==> config.mk <==
export PLATFORM = sky130hd
export DESIGN_NAME = rx_frame_reader
export DESIGN_NICKNAME = d
export VERILOG_FILES = /design/src/rtl/rx_frame_reader_pkg.sv /design/src/rtl/rx_word_store.sv /design/src/rtl/rx_len_queue.sv /design/src/rtl/rx_frame_seq.sv /design/src/rtl/rx_frame_reader.sv
export SDC_FILE = /design/constraint.sdc
export NUM_CORES = 2
export LEC_CHECK = 0
export BUFFER_PORTS_ARGS = -buffer_cell sky130_fd_sc_hd__buf_4
export CAP_MARGIN = 20
export CORE_MARGIN = 3
export CORE_UTILIZATION = 45
export CTS_CLUSTER_DIAMETER = 30
export DETAILED_ROUTE_END_ITERATION = 7
export GPL_ROUTABILITY_DRIVEN = 0
export PLACE_DENSITY = 0.56
export SYNTH_ARGS = -nofsm -noshare
export SYNTH_HDL_FRONTEND = slang
export SYNTH_SLANG_ARGS = --single-unit
==> constraint.sdc <==
create_clock -name clk_i -period 7.2 [get_ports clk_i]
set_clock_uncertainty 0.1 [all_clocks]
set_input_delay 0.36 -clock clk_i [delete_from_list [all_inputs] [get_ports clk_i]]
set_output_delay 0.36 -clock clk_i [all_outputs]
set_load 0.1 [all_outputs]
==> src/rtl/rx_frame_reader_pkg.sv <==
package rx_frame_reader_pkg;
  typedef enum logic [1:0] {
    ALIGN_NONE = 2'd0,
    ALIGN_4    = 2'd1,
    ALIGN_8    = 2'd2,
    ALIGN_RSVD = 2'd3
  } align_e;

  // zero words needed so that off + len lands on the chosen boundary
  function automatic logic [2:0] pad_words(input logic [2:0] off,
                                           input logic [2:0] len_lsb,
                                           input align_e     mode);
    logic [2:0] neg;
    neg = 3'(~(off + len_lsb) + 3'd1);
    case (mode)
      ALIGN_4: return {1'b0, neg[1:0]};
      ALIGN_8: return neg;
      default: return 3'd0;
    endcase
  endfunction
endpackage

==> src/rtl/rx_word_store.sv <==
module rx_word_store #(
  parameter int unsigned DEPTH = 48,
  parameter int unsigned DW    = 32,
  localparam int unsigned PW   = $clog2(DEPTH),
  localparam int unsigned CW   = $clog2(DEPTH + 1)
) (
  input  logic          clk_i,
  input  logic          rst_ni,
  input  logic          clr_i,
  input  logic          wr_i,
  input  logic [DW-1:0] wdata_i,
  input  logic          adv_i,
  input  logic [CW-1:0] adv_cnt_i,
  output logic [DW-1:0] rdata_o,
  output logic [CW-1:0] used_o
);
  logic [DW-1:0] mem [DEPTH];
  logic [PW-1:0] head_q;
  logic [CW-1:0] used_q;
  logic          wr_ok;
  logic [CW-1:0] adv_eff;
  logic [PW-1:0] wptr, head_nxt;

  function automatic logic [PW-1:0] wrap(input logic [CW:0] s);
    if (s >= (CW+1)'(DEPTH)) return PW'(s - (CW+1)'(DEPTH));
    return PW'(s);
  endfunction

  assign wr_ok    = wr_i && (used_q < CW'(DEPTH));
  assign adv_eff  = !adv_i ? '0 : ((adv_cnt_i > used_q) ? used_q : adv_cnt_i);
  assign wptr     = wrap((CW+1)'(head_q) + (CW+1)'(used_q));
  assign head_nxt = wrap((CW+1)'(head_q) + (CW+1)'(adv_eff));

  always_ff @(posedge clk_i) begin
    if (wr_ok && !clr_i) mem[wptr] <= wdata_i;
  end

  always_ff @(posedge clk_i or negedge rst_ni) begin
    if (!rst_ni) begin
      head_q <= '0;
      used_q <= '0;
    end else if (clr_i) begin
      used_q <= '0;
    end else begin
      head_q <= head_nxt;
      used_q <= used_q + CW'(wr_ok) - adv_eff;
    end
  end

  assign rdata_o = mem[head_q];
  assign used_o  = used_q;
endmodule

==> src/rtl/rx_len_queue.sv <==
module rx_len_queue #(
  parameter int unsigned DEPTH = 8,
  parameter int unsigned LW    = 6,
  localparam int unsigned AW   = $clog2(DEPTH)
) (
  input  logic          clk_i,
  input  logic          rst_ni,
  input  logic          clr_i,
  input  logic          push_i,
  input  logic [LW-1:0] len_i,
  input  logic          pop_i,
  output logic [LW-1:0] head_len_o,
  output logic          empty_o,
  output logic          accept_o
);
  logic [LW-1:0] ent [DEPTH];
  logic [AW-1:0] rd_q, wr_q;
  logic [AW:0]   cnt_q;
  logic          pop_ok;

  assign empty_o  = (cnt_q == '0);
  assign accept_o = push_i && (len_i != '0) && (cnt_q != (AW+1)'(DEPTH)) && !clr_i;
  assign pop_ok   = pop_i && !empty_o && !clr_i;

  always_ff @(posedge clk_i) begin
    if (accept_o) ent[wr_q] <= len_i;
  end

  always_ff @(posedge clk_i or negedge rst_ni) begin
    if (!rst_ni) begin
      rd_q  <= '0;
      wr_q  <= '0;
      cnt_q <= '0;
    end else if (clr_i) begin
      wr_q  <= rd_q;
      cnt_q <= '0;
    end else begin
      if (accept_o) wr_q <= wr_q + 1'b1;
      if (pop_ok)   rd_q <= rd_q + 1'b1;
      cnt_q <= cnt_q + (AW+1)'(accept_o) - (AW+1)'(pop_ok);
    end
  end

  assign head_len_o = ent[rd_q];
endmodule

==> src/rtl/rx_frame_seq.sv <==
module rx_frame_seq
  import rx_frame_reader_pkg::*;
#(
  parameter int unsigned LW = 6,
  parameter int unsigned DW = 32
) (
  input  logic          clk_i,
  input  logic          rst_ni,
  input  logic          rd_i,
  input  logic          skip_i,
  input  logic          dump_i,
  input  logic          err_clr_i,
  input  logic [2:0]    off_cfg_i,
  input  align_e        align_i,
  input  logic          q_empty_i,
  input  logic [LW-1:0] q_len_i,
  input  logic [DW-1:0] word_i,
  output logic          q_pop_o,
  output logic          adv_o,
  output logic [LW-1:0] adv_cnt_o,
  output logic [DW-1:0] rdata_o,
  output logic          err_o,
  output logic          idle_o
);
  logic [2:0]    off_q, off_d, eoff;
  logic [2:0]    pad_q, pad_d, epad;
  logic [LW-1:0] size_q, size_d, esz;
  logic [DW-1:0] rdata_q, rdata_d;
  logic          err_set, have;

  assign idle_o = (size_q == '0) && (pad_q == '0);
  assign have   = !idle_o || !q_empty_i;
  assign eoff   = idle_o ? off_cfg_i : off_q;
  assign esz    = idle_o ? q_len_i   : size_q;
  assign epad   = idle_o ? pad_words(off_cfg_i, q_len_i[2:0], align_i) : pad_q;

  always_comb begin
    off_d     = off_q;
    size_d    = size_q;
    pad_d     = pad_q;
    rdata_d   = rdata_q;
    q_pop_o   = 1'b0;
    adv_o     = 1'b0;
    adv_cnt_o = '0;
    err_set   = 1'b0;
    if (dump_i) begin
      off_d  = '0;
      size_d = '0;
      pad_d  = '0;
    end else if (skip_i) begin
      if (have) begin
        q_pop_o   = idle_o;
        adv_o     = 1'b1;
        adv_cnt_o = esz;
        off_d     = '0;
        size_d    = '0;
        pad_d     = '0;
      end else begin
        err_set = 1'b1;
      end
    end else if (rd_i) begin
      rdata_d = '0;
      if (!have) begin
        err_set = 1'b1;
      end else begin
        q_pop_o = idle_o;
        size_d  = esz;
        pad_d   = epad;
        if (eoff != '0) begin
          off_d = eoff - 3'd1;
        end else if (esz != '0) begin
          off_d     = '0;
          rdata_d   = word_i;
          adv_o     = 1'b1;
          adv_cnt_o = LW'(1);
          size_d    = esz - LW'(1);
        end else begin
          off_d = '0;
          pad_d = epad - 3'd1;
        end
      end
    end
  end

  always_ff @(posedge clk_i or negedge rst_ni) begin
    if (!rst_ni) begin
      off_q   <= '0;
      size_q  <= '0;
      pad_q   <= '0;
      rdata_q <= '0;
      err_o   <= 1'b0;
    end else begin
      off_q   <= off_d;
      size_q  <= size_d;
      pad_q   <= pad_d;
      rdata_q <= rdata_d;
      if (err_set)        err_o <= 1'b1;
      else if (err_clr_i) err_o <= 1'b0;
    end
  end

  assign rdata_o = rdata_q;
endmodule

==> src/rtl/rx_frame_reader.sv <==
module rx_frame_reader
  import rx_frame_reader_pkg::*;
#(
  parameter int unsigned DATA_DEPTH = 48,
  parameter int unsigned LEN_DEPTH  = 8,
  parameter int unsigned STAT_DEPTH = 16,
  localparam int unsigned CW        = $clog2(DATA_DEPTH + 1),
  localparam int unsigned SW        = $clog2(STAT_DEPTH + 1)
) (
  input  logic          clk_i,
  input  logic          rst_ni,
  input  logic [2:0]    cfg_offset_i,
  input  logic [1:0]    cfg_align_i,
  input  logic          push_word_i,
  input  logic [31:0]   push_data_i,
  input  logic          push_frame_i,
  input  logic [CW-1:0] push_len_i,
  input  logic          rd_i,
  input  logic          skip_i,
  input  logic          dump_i,
  input  logic          err_clr_i,
  input  logic          stat_pop_i,
  output logic [31:0]   rd_data_o,
  output logic [31:0]   level_o,
  output logic          rx_err_o
);
  logic [31:0]   word;
  logic [CW-1:0] used, q_len, adv_cnt;
  logic          q_empty, q_accept, q_pop, adv, seq_idle;
  logic [SW-1:0] stat_q;

  rx_word_store #(.DEPTH(DATA_DEPTH), .DW(32)) store_i (
    .clk_i, .rst_ni, .clr_i(dump_i),
    .wr_i(push_word_i), .wdata_i(push_data_i),
    .adv_i(adv), .adv_cnt_i(adv_cnt),
    .rdata_o(word), .used_o(used)
  );

  rx_len_queue #(.DEPTH(LEN_DEPTH), .LW(CW)) lenq_i (
    .clk_i, .rst_ni, .clr_i(dump_i),
    .push_i(push_frame_i), .len_i(push_len_i), .pop_i(q_pop),
    .head_len_o(q_len), .empty_o(q_empty), .accept_o(q_accept)
  );

  rx_frame_seq #(.LW(CW), .DW(32)) seq_i (
    .clk_i, .rst_ni, .rd_i, .skip_i, .dump_i, .err_clr_i,
    .off_cfg_i(cfg_offset_i), .align_i(align_e'(cfg_align_i)),
    .q_empty_i(q_empty), .q_len_i(q_len), .word_i(word),
    .q_pop_o(q_pop), .adv_o(adv), .adv_cnt_o(adv_cnt),
    .rdata_o(rd_data_o), .err_o(rx_err_o), .idle_o(seq_idle)
  );

  always_ff @(posedge clk_i or negedge rst_ni) begin
    if (!rst_ni) stat_q <= '0;
    else if (dump_i) stat_q <= '0;
    else
      stat_q <= stat_q + SW'(q_accept && (stat_q != SW'(STAT_DEPTH)))
                       - SW'(stat_pop_i && (stat_q != '0));
  end

  assign level_o = {16'(stat_q), 16'({used, 2'b00})};
endmodule

==> results_dict.tcl <==
set metrics [dict create \
    drv_slew 0 \
    ys_ff_latch 1656 \
    status "finished, final reports clean" \
    drtIter0Drc 3069 \
    grt_pass1_vias 34700 \
    die_w_um 387 \
    final_nets 3549 \
    arrival_ns 7.45 \
    wl_per_cell_um 29.8 \
    ys.flop_type "edfxtp_1" \
    final_common_cell "edfxtp_1" \
    ant_nets 0 \
    pre_cts_ws_ns 0.255 \
    clk_latency_ns 0.91 \
    cpLargestDelayFamily "compound AO/OA/AOI/OAI gates" \
    num_rows 139 \
    layout-drive-gt1-share_pct 34.5 \
    fin_crit_sh_pct 94.3 \
    overflow 0 \
    cts_setup_buffers 0 \
    critPathMaxFanout 9 \
    drv_cap 0 \
    p_int_mw 25.9 \
    cts_buffer_depth 4 \
    initial_utilization_pct 45.4 \
    drc 0 \
    crit_top_cell "ha_1" \
    hpwlAfterDp_um 91400 \
    end_kind "flop" \
    core_area_um2 144000 \
    final.min_clock_period_ns 6.79 \
    path_buf_inv 0 \
    synth_warnings 0 \
    vias_per_cell 5.81 \
    dieArea_um2 150000 \
    pwr-share-comb_pct 26.6 \
    grt_pass1_wl_um 244000 \
    fmax_ghz 0.147 \
    clk_pin_slew_worst_paths_ns 0.04 \
    fin_cells 5605 \
    dieHeight_um 387 \
    worst_slew_pin_slew_ns 1.12 \
    synth_area_um2 65300 \
    swShare_pct 29.7 \
    path_class "reg -> reg" \
    crit_slowest_cell "mux4_2" \
    power.switching_mw 11.0 \
    firstDrtPassIters 5 \
    p_per_area_nw_per_um2 454 \
    maxSlewHeadroom_pct 25.2 \
    critPathMaxStageDelay_ns 0.53 \
    layout_setup_ws_ns 0.411 \
    grt_use_total_pct 22.6 \
    num_io_pins 117 \
    cp-start-kind "flop" \
    grt_max_degree 124 \
    drt_wl_total_um 167000 \
    htree_levels 5 \
    synthCells 2991 \
    required_ns 7.86 \
    areaGrowthSynthToFinish_pct 24.3 \
    async_reset_ff_share_pct 4.35 \
    finalPower_mw 36.9 \
    clock-root-buffer "clkbuf_16" \
    hold_violations 0 \
    power_frac_seq_pct 31.3 \
    cts.sinks 1656 \
    layout_common_cells "edfxtp_1 (1584), mux4_2 (455), clkbuf_16 (354), buf_4 (187), nand2_1 (102)" \
    pwr-share-clk_pct 42.1 \
    numPortBuffers 95 \
    cts_buffers 345 \
    ir_worst_vdd_mv 0.319 \
    finalSetupViolations 0 \
    tritoncts "done" \
    synth.avg_cell_area_um2 21.8 \
    dpl.cell_count 4940 \
    synth_edf_count 1584 \
    p_leak_nw 26.7 \
    synth_cell_type_count 74 \
    hp-class "in -> reg" \
    ys_seq_area_share_pct 75.5 \
    antenna_found_initial 3 \
    vias 32600 \
]
metal layers:
layer  up-vias  track usage (%)  part of all wire (%)
met2      1137             37.1                    50
met3       262             4.35                   5.7
li1      13500                -                     -
met1     17600             30.7                    42
met4         2             7.14                   2.6
met5         -                0                0.0078
synth_stat cells, types with 22 or more instances:
cell type | number | area share [%]
a21oi_1 | 22 | 0.17
a22o_1 | 35 | 0.47
buf_2 | 44 | 0.34
buf_4 | 24 | 0.28
clkbuf_1 | 82 | 0.47
dfrtp_1 | 72 | 2.8
edfxtp_1 | 1584 | 73
ha_1 | 50 | 0.96
inv_1 | 41 | 0.24
mux2i_1 | 81 | 1.2
mux4_2 | 455 | 16
nand2_1 | 103 | 0.59
nor2_1 | 67 | 0.38
nor3_1 | 24 | 0.18
o211ai_1 | 36 | 0.41
o21ai_0 | 82 | 0.63
flip-flops by register name, summed over array words and instances (netlist names), 4 cells and up:
signal / count
store_i.mem: 1536
store_i.used_o: 6
seq_i.size_q: 6
lenq_i.ent: 48
store_i.head_q: 6
seq_i.rdata_o: 32
stat_q: 5
lenq_i.cnt_q: 4
through the flow:
| stage | TNS [ns] | util (%) | hold WS [ns] | instance area, µm² |
|---|---|---|---|---|
| global route | -0.0275 | 56.5 | 0.0893 | 81200 |
| finish | 0 | 56.5 | 0.0990 | 81200 |
| detailed placement | 0 | 48.0 | 0.251 | 69100 |
| floorplan | 0 | - | -0.0356 | 65400 |
| global placement | 0 | 48.0 | 0.239 | 69000 |
| CTS | 0 | 56.4 | 0.0309 | 81200 |
timing repair:
item                                     CTS  global route
endpoints found under the hold margin   1644             0
gates resized for setup                    0             5
endpoints found under the setup margin     0             2
hold buffers                              56             0
cell families (layout without fill, tap and decap cells):
| group | count (synthesis) | after routing | share of synthesized area, % |
|---|---|---|---|
| flops | 1656 | 1656 | 75.5 |
| mux | 542 | 542 | 17.1 |
| simple gates | 248 | 248 | 1.72 |
| compound gates | 244 | 244 | 2.58 |
| buf+inv | 215 | 904 | 1.55 |
| fa+ha+maj | 56 | 56 | 1.14 |
| xor+xnor | 29 | 29 | 0.389 |
| other cells | 1 | 23 | 0.00574 |
power by group through the flow:
stage	Combinational (mW)	Sequential (mW)	Clock [mW]
final	9.81	11.6	15.5
after global routing	10.5	11.6	16.3
after CTS	9.92	11.6	15.8
after detailed placement	9.82	11.7	0
after global placement	9.67	11.7	0
after floorplan	6.50	11.9	0
worst register-to-register path, delay by kind of cell, from the launching register on:
kind	cells	cell delay, ns
xor gates and xnor gates	1	0.16
adders and majority gates	4	0.92
and+or+nand+nor	10	1.62
DFF	1	0.45
AOI/OAI and AO/OA	12	2.40
muxes	3	1.07
final timing paths:
path,from,to,slack (ns),cells after the start
max,lenq_i.rd_q[0]$_DFFE_PN0P_,store_i.head_q[4]$_DFFE_PN0N_,0.41,30
min in group asynchronous,rst_ni,seq_i.rdata_o[8]$_DFFE_PN0P_,0.42,4
max reg2reg,lenq_i.rd_q[0]$_DFFE_PN0P_,store_i.head_q[4]$_DFFE_PN0N_,0.41,30
min reg2reg,seq_i.rdata_o[24]$_DFFE_PN0P_,seq_i.rdata_o[24]$_DFFE_PN0P_,0.41,1
min,push_word_i,store_i.used_o[0]$_DFF_PN0_,0.1,5
max in group asynchronous,rst_ni,store_i.head_q[4]$_DFFE_PN0N_,5.69,4
cell type report:
class / instances / area, µm²
antenna: 2 / 5.00
clock buffer: 399 / 9120
clock inverter: 207 / 2430
fill: 10500 / 62600
inverter: 42 / 158
multi-input combinational: 1140 / 15500
sequential: 1656 / 49400
tap: 1903 / 2380
timing repair buffer: 256 / 2230
Note: power is estimated with default switching activity, not from simulation.
